<file path="src/rtl/field_timebase_pkg.sv">
package field_timebase_pkg;
  typedef enum logic [1:0] {
    SYNC_FIELD   = 2'b00,
    SYNC_ODDEVEN = 2'b01,
    SYNC_SEQ     = 2'b10,
    SYNC_OFF     = 2'b11
  } sync_mode_e;

  localparam int unsigned SEQ_W = 3;

  function automatic logic [SEQ_W-1:0] seq_step(input logic [SEQ_W-1:0] cur, input logic short4);
    logic [SEQ_W-1:0] nxt;
    nxt = cur + 1'b1;
    if (short4) nxt[SEQ_W-1] = 1'b0;
    return nxt;
  endfunction
endpackage

</file>
<file path="src/rtl/ftb_sample_ctr.sv">
module ftb_sample_ctr #(
  parameter int unsigned LEN_A = 1716,
  parameter int unsigned LEN_B = 1728,
  parameter int unsigned W     = 11
) (
  input  logic         clk_i,
  input  logic         rst_ni,
  input  logic         sel_b_i,
  input  logic         clr_i,
  output logic [W-1:0] cnt_o,
  output logic         wrap_o
);
  localparam logic [W-1:0] LAST_A = W'(LEN_A - 1);
  localparam logic [W-1:0] LAST_B = W'(LEN_B - 1);

  logic [W-1:0] last;
  assign last   = sel_b_i ? LAST_B : LAST_A;
  assign wrap_o = (cnt_o >= last);

  always_ff @(posedge clk_i or negedge rst_ni) begin
    if (!rst_ni)                cnt_o <= '0;
    else if (clr_i || wrap_o)   cnt_o <= '0;
    else                        cnt_o <= cnt_o + 1'b1;
  end
endmodule

</file>
<file path="src/rtl/ftb_line_ctr.sv">
module ftb_line_ctr #(
  parameter int unsigned LINES_A = 262,
  parameter int unsigned LINES_B = 312,
  parameter int unsigned W       = 9
) (
  input  logic         clk_i,
  input  logic         rst_ni,
  input  logic         sel_b_i,
  input  logic         step_i,
  input  logic         zero_i,
  output logic [W-1:0] cnt_o,
  output logic         eof_o
);
  localparam logic [W-1:0] LAST_A = W'(LINES_A - 1);
  localparam logic [W-1:0] LAST_B = W'(LINES_B - 1);

  logic [W-1:0] last;
  assign last  = sel_b_i ? LAST_B : LAST_A;
  assign eof_o = step_i && !zero_i && (cnt_o >= last);

  always_ff @(posedge clk_i or negedge rst_ni) begin
    if (!rst_ni)               cnt_o <= '0;
    else if (zero_i || eof_o)  cnt_o <= '0;
    else if (step_i)           cnt_o <= cnt_o + 1'b1;
  end
endmodule

</file>
<file path="src/rtl/ftb_seq_ctr.sv">
module ftb_seq_ctr
  import field_timebase_pkg::*;
(
  input  logic             clk_i,
  input  logic             rst_ni,
  input  logic             adv_i,
  input  logic             short4_i,
  output logic [SEQ_W-1:0] seq_o
);
  always_ff @(posedge clk_i or negedge rst_ni) begin
    if (!rst_ni)    seq_o <= '0;
    else if (adv_i) seq_o <= seq_step(seq_o, short4_i);
  end
endmodule

</file>
<file path="src/rtl/ftb_sync_sel.sv">
module ftb_sync_sel
  import field_timebase_pkg::*;
#(
  parameter int unsigned VSYNC_LINES = 3,
  parameter int unsigned W           = 9
) (
  input  logic [1:0]       mode_i,
  input  logic [W-1:0]     line_i,
  input  logic [SEQ_W-1:0] seq_i,
  output logic             sync_o
);
  localparam logic [W-1:0] VS_END = W'(VSYNC_LINES);

  logic in_vs;
  assign in_vs = (line_i < VS_END);

  always_comb begin
    unique case (sync_mode_e'(mode_i))
      SYNC_FIELD:   sync_o = in_vs;
      SYNC_ODDEVEN: sync_o = seq_i[0];
      SYNC_SEQ:     sync_o = in_vs && (seq_i == '0);
      default:      sync_o = 1'b0;
    endcase
  end
endmodule

</file>
<file path="src/rtl/field_timebase.sv">
module field_timebase
  import field_timebase_pkg::*;
#(
  parameter int unsigned LINE_LEN_60    = 1716,
  parameter int unsigned LINE_LEN_50    = 1728,
  parameter int unsigned FIELD_LINES_60 = 262,
  parameter int unsigned FIELD_LINES_50 = 312,
  parameter int unsigned VSYNC_LINES    = 3,
  localparam int unsigned SAMPLE_W = $clog2((LINE_LEN_50 > LINE_LEN_60) ? LINE_LEN_50 : LINE_LEN_60),
  localparam int unsigned LINE_W   = $clog2((FIELD_LINES_50 > FIELD_LINES_60) ? FIELD_LINES_50 : FIELD_LINES_60)
) (
  input  logic                clk_i,
  input  logic                rst_ni,
  input  logic                std50_i,
  input  logic                fise_i,
  input  logic [1:0]          mode_i,
  input  logic                href_i,
  input  logic                vref_i,
  output logic [SAMPLE_W-1:0] sample_o,
  output logic [LINE_W-1:0]   line_o,
  output logic [SEQ_W-1:0]    fseq_o,
  output logic                sync_o
);
  logic s_wrap, line_step, eof;

  ftb_sample_ctr #(.LEN_A(LINE_LEN_60), .LEN_B(LINE_LEN_50), .W(SAMPLE_W)) u_sample (
    .clk_i, .rst_ni, .sel_b_i(std50_i), .clr_i(href_i || vref_i),
    .cnt_o(sample_o), .wrap_o(s_wrap)
  );

  // vertical reference overrides the line step
  assign line_step = href_i || s_wrap;

  ftb_line_ctr #(.LINES_A(FIELD_LINES_60), .LINES_B(FIELD_LINES_50), .W(LINE_W)) u_line (
    .clk_i, .rst_ni, .sel_b_i(std50_i), .step_i(line_step), .zero_i(vref_i),
    .cnt_o(line_o), .eof_o(eof)
  );

  ftb_seq_ctr u_seq (
    .clk_i, .rst_ni, .adv_i(vref_i || eof), .short4_i(fise_i), .seq_o(fseq_o)
  );

  ftb_sync_sel #(.VSYNC_LINES(VSYNC_LINES), .W(LINE_W)) u_sync (
    .mode_i, .line_i(line_o), .seq_i(fseq_o), .sync_o
  );
endmodule

</file>
<file path="config.mk">
export PLATFORM = sky130hd
export DESIGN_NAME = field_timebase
export DESIGN_NICKNAME = d
export VERILOG_FILES = /design/src/rtl/field_timebase_pkg.sv /design/src/rtl/ftb_sample_ctr.sv /design/src/rtl/ftb_line_ctr.sv /design/src/rtl/ftb_seq_ctr.sv /design/src/rtl/ftb_sync_sel.sv /design/src/rtl/field_timebase.sv
export SDC_FILE = /design/constraint.sdc
export NUM_CORES = 1
export LEC_CHECK = 0
export ABC_AREA = 1
export BUFFER_PORTS_ARGS = -buffer_cell sky130_fd_sc_hd__buf_2
export CELL_PAD_IN_SITES_DETAIL_PLACEMENT = 0
export CELL_PAD_IN_SITES_GLOBAL_PLACEMENT = 2
export CORE_ASPECT_RATIO = 0.7
export CORE_MARGIN = 2
export CORE_UTILIZATION = 33
export DETAILED_ROUTE_END_ITERATION = 10
export PLACE_DENSITY = 0.81
export SLEW_MARGIN = 40
export SYNTH_ARGS = -nofsm -noshare
export SYNTH_HDL_FRONTEND = slang
export SYNTH_HIERARCHICAL = 1
export SYNTH_SLANG_ARGS = --single-unit
</file>
<file path="constraint.sdc">
create_clock -name clk_i -period 3.15 [get_ports clk_i]
set_input_delay 0.315 -clock clk_i [delete_from_list [all_inputs] [get_ports clk_i]]
set_output_delay 0.315 -clock clk_i [all_outputs]
set_load 0.1 [all_outputs]
</file>
==> run_results.csv <==
group,metric,value,unit
worst_setup_path,cp_max_fo,6,
detailed_routing,first_iter_violations,44,
global_routing,grt_util_all_layers,13.99,%
placed_design,io_buffer_count,31,
timing,worst_pin_slew,0.5401,ns
power,p_sw_share,46.26,%
worst_setup_path,cp-start-kind,"flip-flop",
power,peakVddDrop,162.3,µV
synthesis,netlist_area,1610,µm²
synthesis,ys_warn_count,6,
timing,clock_skew,0.005250,ns
final_layout,num-fill-cells,519,
status,status,"finished, final reports clean",
clock_network,ctsRootBufferMaster,"clkbuf_8",
placed_design,dpl-instance-area,1814,µm²
worst_setup_path,rr_worst_depth,14,
synthesis,synth_cells,213,
timing,slew_viol_final,0,
final_layout,drive_gt1_share,28.05,%
synthesis,synthDistinctLibCells,26,
flow_run,drv_cap,0,
synthesis,synthTopCellsByArea,"dfrtp_1, nand2_1, inv_1, ha_1, nor2_2",
power,p_comb_share,38.6,%
synthesis,avgSynthCellArea,7.560,µm²
floorplan,core,4730,µm²
timing,fmax,483.9,MHz
synthesis,synth_commonest_cells,"nand2_1, inv_1, nor2_1",
worst_setup_path,worstReg2RegStart,"u_sample/cnt_o[3]",
global_routing,grt_pass1_wl,5878,µm
placed_design,dp.cells,299,
synthesis,synthFlopType,"dfrtp_1",
floorplan,dieWidth,87.49,µm
synthesis,ys_seq_elements,23,
global_routing,overflow,0,
power,clkPwrFrac,21.4,%
timing,fin_ws,1.084,ns
synthesis,synth_enable_flop_cells,0,
detailed_routing,via_count,1344,
clock_network,cts_made_buffers,3,
floorplan,fp.dieArea,5463,µm²
final_layout,area_growth,15.46,%
detailed_routing,firstDrtPassIters,4,
floorplan,die_h,62.45,µm
placed_design,dp_hpwl,2769,µm
final_layout,postLayoutCoreUtil,39.31,%
power,pwr-share-seq,40.0,%
detailed_routing,route.detailed.wl_per_inst,11.77,µm
worst_setup_path,rr_endpoint,"u_line/cnt_o[7]",
synthesis,yosysMostFrequentCell,"nand2_1",
floorplan,core.rowCount,21,
worst_setup_path,r2r_setup_slack,1.08,ns
global_routing,grt_start_max_net_pins,24,
final_layout,fin_area,1859,µm²
power,finalPower,0.8630,mW
worst_setup_path,critPathKind,"flip-flop to flip-flop",
clock_network,tritoncts,"yes",
synthesis,synth_top_area_share,35.74,%
power,intPower,0.4637,mW
timing,period_needed,2.066,ns
final_layout,nNetsFinal,263,
clock_network,cts_resized,0,
worst_setup_path,arrival,2.23,ns
min_path,hold_class,"primary input to async pin",
timing,min_period_over_period,65.60,%
detailed_routing,route.final.wire_length,3565,µm
placed_design,place_worst_setup_slack,1.061,ns
timing,rsz0062_at_grt,"false",
global_routing,antenna_found_initial,0,
clock_network,cts_max_level,1,
timing,setup_viol,0,
clock_network,clock_latency,0.27,ns
power,p_leak,0.9577,nW
clock_network,clk_pin_slew_worst_paths,0.08,ns
synthesis,ys_async_sr_fraction,100.0,%
clock_network,holdBufCountCts,0,
timing,max-slew-margin-rel,63.99,%
final_layout,fin_cells,303,
power,power_density,464.1,nW/µm²
detailed_routing,ant_nets,0,
synthesis,synth_nets,229,
clock_network,cts.sinks,23,
placed_design,place_congestion,0.7979,
timing,final-hold-violation-count,0,
synthesis,synth_top_cell_by_area,"dfrtp_1",
clock_network,post_cts_buffers,0,
clock_network,cts_max_path_buffers,2,
synthesis,yosysSeqAreaShare,35.74,%
final_layout,num_antenna_cells,0,
worst_setup_path,critPathRequiredTime,3.32,ns
detailed_routing,via_per_inst,4.436,
floorplan,ios,32,
timing,fin_tns_setup,0,ns
worst_setup_path,cp-end-kind,"flip-flop",
detailed_routing,drc_errors,0,
timing,hold-worst-slack,0.02468,ns
global_routing,grt_pass1_vias,1175,
floorplan,start_util,34.05,%
power,p_sw,0.3992,mW
-- per-layer routing --
| metal | GRT usage (%) | up-vias | wire length [µm] |
|---|---|---|---|
| met3 | 3.303 | 5 | 142 |
| met1 | 23.19 | 589 | 2095 |
| met4 | 2.885 | 0 | 26 |
| met5 | 0 | - | 0 |
| li1 | - | 718 | - |
| met2 | 17.99 | 32 | 1301 |
-- kinds of logic after synthesis --
family / share of synthesized area [%]
adder cells (fa/ha/maj): 6.216
XOR/XNOR: 5.983
flip-flops: 35.74
AND/OR/NAND/NOR: 38.07
buffers and inverters: 9.790
AO/OA/AOI/OAI: 4.196
-- critical path, stage by stage (launching register included) --
cell and delay, ns:
dfrtp_1 0.45, ha_1 0.33, nand2_1 0.05, nor2_1 0.12
nand3_1 0.12, nand3_1 0.10, inv_1 0.04, nand2_1 0.11
inv_1 0.09, nand2_4 0.09, nand4_1 0.14, nor2_1 0.12
nand3_1 0.07, nand2_1 0.09, nor2_2 0.03
-- how the worst max path moves through the flow --
stage | depth (start not counted) | slack [ns] | start | endpoint
2_1_floorplan | 2 | 0.17 | u_seq/seq_o[0] | sync_o
3_3_place_gp | 16 | 1.06 | std50_i | u_line/cnt_o[7]
3_5_place_dp | 16 | 1.06 | std50_i | u_line/cnt_o[7]
4_1_cts | 14 | 1.07 | u_sample/cnt_o[3] | u_line/cnt_o[7]
5_1_grt | 14 | 0.83 | u_sample/cnt_o[3] | u_line/cnt_o[7]
6_report | 14 | 1.08 | u_sample/cnt_o[3] | u_line/cnt_o[7]
-- flip-flops by register name, summed over array words and instances, names as in the netlist --
name,cells
u_seq/seq_o,3
u_sample/cnt_o,11
u_line/cnt_o,9
-- power by group through the flow --
stage,Combinational [mW],Sequential (mW),Clock [mW]
floorplan,0.115,0.514,0
global placement,0.339,0.350,0
detailed placement,0.334,0.352,0
CTS,0.335,0.346,0.192
global route,0.352,0.352,0.205
finish,0.333,0.345,0.185
-- cell usage in the layout (no fill, tap or decap), types with 2 or more instances in the layout --
cell type / Yosys / layout
buf_2: 0 / 31
clkbuf_8: 0 / 3
dfrtp_1: 23 / 23
xnor2_1: 2 / 2
nand4_1: 4 / 4
nor3_1: 2 / 2
nor2_1: 26 / 26
nand2_4: 3 / 3
nand3_2: 2 / 2
inv_2: 4 / 4
inv_1: 32 / 32
o21ai_0: 5 / 5
nand3_1: 14 / 14
ha_1: 8 / 8
xor2_1: 9 / 9
nand2_1: 48 / 48
nor2_2: 16 / 16
nand2_2: 4 / 4
-- final cells by class --
class,instances,area [µm²],share of cell area (%)
inverter,36,135.1,7.268
clock buffer,4,45.04,2.423
multi-input combinational,152,877.1,47.17
sequential,23,575.6,30.96
tap,57,71.32,3.836
timing repair buffer,31,155.1,8.345
Power figures use the tool's default switching activity.
